<file path="config.mk">
export PLATFORM = sky130hd
export DESIGN_NAME = intr_presenter
export DESIGN_NICKNAME = d
export VERILOG_FILES = /design/src/rtl/ipc_pkg.sv /design/src/rtl/ipc_next.sv /design/src/rtl/ipc_bounce.sv /design/src/rtl/intr_presenter.sv
export SDC_FILE = /design/constraint.sdc
export NUM_CORES = 1
export LEC_CHECK = 0
export BUFFER_PORTS_ARGS = -buffer_cell sky130_fd_sc_hd__buf_2
export CAP_MARGIN = 10
export CORE_MARGIN = 2
export CORE_UTILIZATION = 60
export CTS_BUF_LIST = sky130_fd_sc_hd__clkbuf_8
export CTS_CLUSTER_DIAMETER = 200
export DETAILED_ROUTE_END_ITERATION = 10
export PLACE_DENSITY = 0.88
export SLEW_MARGIN = 10
export SYNTH_ARGS = -nofsm -noshare
export SYNTH_HDL_FRONTEND = slang
export SYNTH_SLANG_ARGS = --single-unit
</file>
<file path="constraint.sdc">
create_clock -name clk -period 9.7 [get_ports clk]
set_input_delay 0.97 -clock clk [delete_from_list [all_inputs] [get_ports clk]]
set_output_delay 0.97 -clock clk [all_outputs]
set_load 0.005 [all_outputs]
</file>
<file path="src/rtl/ipc_pkg.sv">
package ipc_pkg;
  localparam int PRI_W = 8;
  localparam int SRC_W = 24;
  localparam int CMD_W = PRI_W + SRC_W;
  localparam logic [PRI_W-1:0] PRI_NONE = '1;

  typedef enum logic [1:0] {
    OP_ACCEPT   = 2'd0,
    OP_SET_PRIO = 2'd1,
    OP_EOI      = 2'd2,
    OP_SET_IPI  = 2'd3
  } op_e;

  typedef struct packed {
    logic [PRI_W-1:0] cur_pri;
    logic [PRI_W-1:0] ipi_pri;
    logic [PRI_W-1:0] pend_pri;
    logic [SRC_W-1:0] pend_src;
    logic             refused;
  } ipc_state_t;
endpackage

</file>
<file path="src/rtl/ipc_next.sv">
module ipc_next
  import ipc_pkg::*;
#(
  parameter logic [SRC_W-1:0] IPI_SRC = 24'd2
) (
  input  ipc_state_t       st,
  input  logic             cmd_valid,
  input  logic [1:0]       cmd_op,
  input  logic [CMD_W-1:0] cmd_data,
  input  logic             dlv_valid,
  input  logic [SRC_W-1:0] dlv_src,
  input  logic [PRI_W-1:0] dlv_pri,
  output ipc_state_t       st_n,
  output logic             ack,
  output logic             nack,
  output logic [SRC_W-1:0] raw_rej,
  output logic             resend,
  output logic             rd_valid,
  output logic [CMD_W-1:0] rd_word,
  output logic             eoi_valid,
  output logic [SRC_W-1:0] eoi_src
);
  logic [PRI_W-1:0] val;
  logic [PRI_W-1:0] top_pri;
  op_e              op;

  assign val     = cmd_data[PRI_W-1:0];
  assign top_pri = cmd_data[CMD_W-1:SRC_W];
  assign op      = op_e'(cmd_op);

  always_comb begin
    st_n      = st;
    ack       = 1'b0;
    nack      = 1'b0;
    raw_rej   = '0;
    resend    = 1'b0;
    rd_valid  = 1'b0;
    rd_word   = '0;
    eoi_valid = 1'b0;
    eoi_src   = '0;
    if (cmd_valid) begin
      unique case (op)
        OP_ACCEPT: begin
          rd_valid = 1'b1;
          rd_word  = {st.cur_pri, st.pend_src};
          if (st.pend_src != '0) begin
            st_n.cur_pri  = st.pend_pri;
            st_n.pend_pri = PRI_NONE;
            st_n.pend_src = '0;
          end
        end
        OP_SET_PRIO: begin
          if (val < st.cur_pri) begin
            st_n.cur_pri = val;
            if (val <= st.pend_pri) begin
              raw_rej       = st.pend_src;
              st_n.pend_src = '0;
              st_n.pend_pri = PRI_NONE;
            end
          end else if (val > st.cur_pri) begin
            st_n.cur_pri = val;
            if (st.ipi_pri < val && st.ipi_pri <= st.pend_pri) begin
              st_n.pend_pri = st.ipi_pri;
              st_n.pend_src = IPI_SRC;
            end
            resend       = st.refused;
            st_n.refused = 1'b0;
          end
        end
        OP_EOI: begin
          st_n.cur_pri = top_pri;
          if (st.ipi_pri < top_pri && st.ipi_pri <= st.pend_pri) begin
            st_n.pend_pri = st.ipi_pri;
            st_n.pend_src = IPI_SRC;
          end
          resend       = st.refused;
          st_n.refused = 1'b0;
          if (cmd_data[SRC_W-1:0] != IPI_SRC) begin
            eoi_valid = 1'b1;
            eoi_src   = cmd_data[SRC_W-1:0];
          end
        end
        OP_SET_IPI: begin
          st_n.ipi_pri = val;
          if (val < st.cur_pri) begin
            if (val <= st.pend_pri) raw_rej = st.pend_src;
            st_n.pend_pri = val;
            st_n.pend_src = IPI_SRC;
          end
          if (val > st.ipi_pri && val > st.cur_pri) begin
            resend       = st.refused;
            st_n.refused = 1'b0;
          end
        end
        default: ;
      endcase
    end
    if (dlv_valid) begin
      if (!cmd_valid && dlv_pri < st.cur_pri && dlv_pri < st.ipi_pri &&
          dlv_pri < st.pend_pri) begin
        ack           = 1'b1;
        raw_rej       = st.pend_src;
        st_n.pend_src = dlv_src;
        st_n.pend_pri = dlv_pri;
      end else begin
        nack         = 1'b1;
        st_n.refused = 1'b1;
      end
    end
  end
endmodule

</file>
<file path="src/rtl/ipc_bounce.sv">
module ipc_bounce
  import ipc_pkg::*;
#(
  parameter logic [SRC_W-1:0] IPI_SRC = 24'd2
) (
  input  logic             clk,
  input  logic             rst,
  input  logic [SRC_W-1:0] raw_rej,
  output logic             rej_valid,
  output logic [SRC_W-1:0] rej_src
);
  always_ff @(posedge clk) begin
    if (rst) begin
      rej_valid <= 1'b0;
      rej_src   <= '0;
    end else begin
      rej_valid <= (raw_rej != '0) && (raw_rej != IPI_SRC);
      rej_src   <= raw_rej;
    end
  end


  rej_filter_chk: assert property (@(posedge clk) disable iff (rst)
    rej_valid |-> (rej_src != '0 && rej_src != IPI_SRC));
endmodule

</file>
<file path="src/rtl/intr_presenter.sv">
module intr_presenter
  import ipc_pkg::*;
#(
  parameter logic [SRC_W-1:0] IPI_SRC = 24'd2
) (
  input  logic             clk,
  input  logic             rst,
  input  logic             dlv_valid,
  input  logic [SRC_W-1:0] dlv_src,
  input  logic [PRI_W-1:0] dlv_pri,
  output logic             dlv_ack,
  output logic             dlv_nack,
  input  logic             cmd_valid,
  input  logic [1:0]       cmd_op,
  input  logic [CMD_W-1:0] cmd_data,
  output logic             rd_valid,
  output logic [CMD_W-1:0] rd_word,
  output logic             rej_valid,
  output logic [SRC_W-1:0] rej_src,
  output logic             resend_pulse,
  output logic             eoi_valid,
  output logic [SRC_W-1:0] eoi_src,
  output logic             irq_out
);
  ipc_state_t       st_q, st_n;
  logic             ack_n, nack_n, resend_n, rdv_n, eoiv_n;
  logic [SRC_W-1:0] rej_n, eois_n;
  logic [CMD_W-1:0] rd_n;

  ipc_next #(.IPI_SRC(IPI_SRC)) u_next (
    .st(st_q), .cmd_valid(cmd_valid), .cmd_op(cmd_op), .cmd_data(cmd_data),
    .dlv_valid(dlv_valid), .dlv_src(dlv_src), .dlv_pri(dlv_pri),
    .st_n(st_n), .ack(ack_n), .nack(nack_n), .raw_rej(rej_n),
    .resend(resend_n), .rd_valid(rdv_n), .rd_word(rd_n),
    .eoi_valid(eoiv_n), .eoi_src(eois_n)
  );

  ipc_bounce #(.IPI_SRC(IPI_SRC)) u_bounce (
    .clk(clk), .rst(rst), .raw_rej(rej_n),
    .rej_valid(rej_valid), .rej_src(rej_src)
  );

  always_ff @(posedge clk) begin
    if (rst) begin
      st_q.cur_pri  <= '0;
      st_q.ipi_pri  <= PRI_NONE;
      st_q.pend_pri <= PRI_NONE;
      st_q.pend_src <= '0;
      st_q.refused  <= 1'b0;
      dlv_ack       <= 1'b0;
      dlv_nack      <= 1'b0;
      rd_valid      <= 1'b0;
      rd_word       <= '0;
      resend_pulse  <= 1'b0;
      eoi_valid     <= 1'b0;
      eoi_src       <= '0;
      irq_out       <= 1'b0;
    end else begin
      st_q         <= st_n;
      dlv_ack      <= ack_n;
      dlv_nack     <= nack_n;
      rd_valid     <= rdv_n;
      rd_word      <= rd_n;
      resend_pulse <= resend_n;
      eoi_valid    <= eoiv_n;
      eoi_src      <= eois_n;
      irq_out      <= (st_n.pend_src != '0) && (st_n.pend_pri < st_n.cur_pri);
    end
  end


  irq_level_chk: assert property (@(posedge clk) disable iff (rst)
    irq_out == (st_q.pend_src != '0 && st_q.pend_pri < st_q.cur_pri));

  dlv_win_chk: assert property (@(posedge clk) disable iff (rst)
    (dlv_valid && !cmd_valid && dlv_pri < st_q.cur_pri &&
     dlv_pri < st_q.ipi_pri && dlv_pri < st_q.pend_pri) |=> dlv_ack);

  cmd_first_chk: assert property (@(posedge clk) disable iff (rst)
    (dlv_valid && cmd_valid) |=> (dlv_nack && !dlv_ack));

  rd_word_chk: assert property (@(posedge clk) disable iff (rst)
    (cmd_valid && cmd_op == OP_ACCEPT) |=>
      (rd_valid && rd_word == {$past(st_q.cur_pri), $past(st_q.pend_src)}));

  eq_prio_chk: assert property (@(posedge clk) disable iff (rst)
    (cmd_valid && cmd_op == OP_SET_PRIO && cmd_data[PRI_W-1:0] == st_q.cur_pri &&
     !dlv_valid) |=> ($stable(st_q) && !rej_valid && !resend_pulse));

  eoi_ipi_chk: assert property (@(posedge clk) disable iff (rst)
    (cmd_valid && cmd_op == OP_EOI && cmd_data[SRC_W-1:0] == IPI_SRC) |=> !eoi_valid);
endmodule

</file>
==> results.sh <==
export IMPL_via_per_inst=6.18
export IMPL_p_leak_nw=3.78
export IMPL_cp_buffers_inverters=2
export IMPL_crit_type="in2reg"
export IMPL_num_vias=6306
export IMPL_place_ws_ns=5.21
export IMPL_synth_nets=856
export IMPL_utilization_pct=73.4
export IMPL_finalSetupTns_ns=0
export IMPL_start_kind="input port"
export IMPL_gp_congestion=1.01
export IMPL_drt_iter0_drc=563
export IMPL_num_nets_final=1004
export IMPL_ys_ff_latch=136
export IMPL_insertion_delay_ns=0.43
export IMPL_clockBufferDepth=2
export IMPL_layout_drive_gt1_share_pct=23.6
export IMPL_drc=0
export IMPL_critPathArrivalTime_ns=4.53
export IMPL_clock_sinks=136
export IMPL_antennaDiodeCount=0
export IMPL_grt_pass1_vias=6029
export IMPL_dp_cells=987
export IMPL_cts_setup_buffers=0
export IMPL_rows=38
export IMPL_numCtsBuffers=17
export IMPL_seqPwrFrac_pct=42.8
export IMPL_power_density_nw_per_um2=176
export IMPL_yosysSeqAreaShare_pct=41.4
export IMPL_dp_hpwl_mm=14.9
export IMPL_path_delay_family="compound AO/OA/AOI/OAI gates"
export IMPL_end_kind="register"
export IMPL_status="complete, no violations"
export IMPL_fmax_mhz=238
export IMPL_yosys_warnings=0
export IMPL_worst_pin_slew_ns=1.11
export IMPL_path_cells="buf_2, ha_1, a21oi_1, o21ai_0, inv_1, nand2b_4, nand3_1, o22ai_1, a21oi_1, o31a_1, ha_1, a21oi_1, nor2b_1, o21ai_0, and3_1, o31ai_1, a2111oi_2"
export IMPL_ir_drop_mv=0.0996
export IMPL_internal_power_uw=969
export IMPL_crit_slowest_cell="o21ai_0"
export IMPL_ctsResizeCount=0
export IMPL_rsz0062_at_grt="no"
export IMPL_final_cells=1020
export IMPL_htreeDepth=4
export IMPL_postRouteAntennaNets=0
export IMPL_placed_area_um2=7430
export IMPL_synthCells=719
export IMPL_p_sw_uw=421
export IMPL_synthFlopType="dfxtp_1"
export IMPL_skew_ns=0.0199
export IMPL_grt_pass1_wl_mm=31.1
export IMPL_startpoint="cmd_data[5]"
export IMPL_start_util_pct=61.2
export IMPL_post_route_min_period_ns=4.21
export IMPL_finalSetupViolCount=0
export IMPL_final_area_um2=7890
export IMPL_num_io_pins=157
export IMPL_timing_rr_start="st_q[28]$_SDFF_PP1_"
export IMPL_die_area_um2=11800
export IMPL_power_total_mw=1.39
export IMPL_die_w_um=109
export IMPL_switching_share_pct=30.3
export IMPL_fp_dieH_um=109
export IMPL_area_growth_pct=20.0
export IMPL_cpMostUsedCell="a21oi_1"
export IMPL_routed_wl_mm=20.1
export IMPL_grt_start_max_net_pins=40
export IMPL_wl_per_cell_um=19.7
export IMPL_cp_data_required_time_ns=10.02
export IMPL_worst_hold_startpoint="st_q[0]$_SDFF_PP0_"
export IMPL_root_buffer="clkbuf_8"
export IMPL_finalCritPeriodShare_pct=43.4
export IMPL_core_area_um2=10700
export IMPL_cts_tree="done"
export IMPL_critPathMaxStageDelay_ns=0.40
export IMPL_slew_headroom_pct=25.8
export IMPL_grt_total_usage_pct=34.3
export IMPL_antenna_found_initial=0
export IMPL_clk_pin_slew_ns=0.08
export IMPL_critical_path_max_fanout=12
export IMPL_drv_cap=0
export IMPL_pwr_share_comb_pct=19.9
export IMPL_worstHoldPathType="reg2reg"
export IMPL_overflow=0
export IMPL_setup_ws_ns=5.49
export IMPL_synthArstFlopShare_pct=0
export IMPL_syn_area_um2=6570
export IMPL_hold_buffers=0
export IMPL_port_buffers=156
export IMPL_synth_edff_count=0
export IMPL_hold_viol_final=0
export IMPL_whs_ns=0.481
export IMPL_clkPwrFrac_pct=37.3
export IMPL_first_pass_iters=6
export IMPL_synth_avg_cell_area_um2=9.14
export IMPL_synth_distinct_cells=59
export IMPL_slew_viol_final=0
-- sequential cells by signal, indices dropped and copies added (netlist names) --
signal              cells
u_bounce.rej_src       24
st_q                   49
rd_word                32
rd_valid                1
u_bounce.rej_valid      1
resend_pulse            1
dlv_nack                1
eoi_src                24
eoi_valid               1
dlv_ack                 1
irq_out                 1
-- synthesized netlist by cell type (9+ instances only) --
cell | count | share of area [%]
a21o_1 | 9 | 1.0
a21oi_1 | 28 | 2.1
a22oi_1 | 37 | 4.2
and2_1 | 76 | 7.2
clkbuf_1 | 24 | 1.4
dfxtp_1 | 136 | 41
ha_1 | 67 | 13
inv_1 | 35 | 2.0
nand2_1 | 29 | 1.7
nand2b_1 | 13 | 1.2
nand4_1 | 14 | 1.3
nor2_1 | 66 | 3.8
nor3_1 | 20 | 1.5
nor4_1 | 16 | 1.5
o211ai_1 | 14 | 1.6
o21ai_0 | 24 | 1.8
-- metal layers --
metal  vias up  part of all wire (%)  track usage, %
li1       2910                     -               -
met1      2934                    39            41.6
met2       388                    48            58.1
met3        74                   8.6            7.05
met4         0                   4.2            16.1
met5         -                     0               0
-- cell families after synthesis --
kind of cell    Yosys count  synth area share, %
compound gates          176                 19.0
fa+ha+maj                67                 12.8
buf+inv                  67                 3.98
flops                   136                 41.4
mux                       8                 1.22
simple gates            265                 21.6
-- layout by cell type, fill, tap and decap left out, types with 3 or more instances in the layout --
master     instances
inv_6              6
ha_1              67
a31oi_1            5
a21o_1             9
buf_4              4
o22ai_1            8
mux2i_1            8
inv_1             35
and3_1             7
o21ai_0           24
nand4_1           14
a211o_1            3
nand3_1            4
and2_1            76
buf_2            156
dfxtp_1          136
a21oi_1           28
nor2b_1            7
o211ai_1          14
a22oi_1           37
nand2b_1          13
a211oi_1           7
nor2_1            65
nand2_1           29
or2_2              3
o31a_1             8
a221oi_1           8
nor3_1            20
bufinv_16          4
nor4_1            16
clkbuf_8          17
o31ai_1            3
-- final timing paths --
kind / to / slack, ns / depth (start not counted)
max: irq_out$_SDFF_PP0_ / 5.49 / 17
min: resend_pulse$_SDFF_PP0_ / 0.48 / 1
max reg2reg: irq_out$_SDFF_PP0_ / 5.56 / 17
min reg2reg: resend_pulse$_SDFF_PP0_ / 0.48 / 1
-- worst reg2reg max path, stage by stage, from the launching register on --
cell and delay [ns]:
dfxtp_1 0.48, inv_1 0.15, ha_1 0.36, and4b_1 0.20, a211oi_2 0.22, o22ai_2 0.17
or3_1 0.48, o22ai_2 0.34, o22ai_1 0.14, a21oi_1 0.17, o31a_1 0.20, ha_1 0.26
a21oi_1 0.16, nor2b_1 0.07, o21ai_0 0.15, and3_1 0.18, o31ai_1 0.09, a2111oi_2 0.22
-- power groups by stage --
stage                     combinational (mW)  sequential [mW]  clock (mW)
after global placement                 0.256            0.607           0
after detailed placement               0.266            0.607           0
final                                  0.276            0.596       0.519
after floorplan                        0.184            0.600           0
after global routing                   0.303            0.596       0.552
after CTS                              0.270            0.594       0.526
-- layout make-up --
| cell class | instances | area, um2 |
|---|---|---|
| sequential | 136 | 2720 |
| multi-input combinational | 516 | 3600 |
| timing repair buffer | 160 | 811 |
| clock inverter | 15 | 214 |
| clock buffer | 17 | 234 |
| fill | 821 | 2860 |
| tap | 140 | 175 |
| inverter | 36 | 135 |
Note: power is estimated with default switching activity, not from simulation.
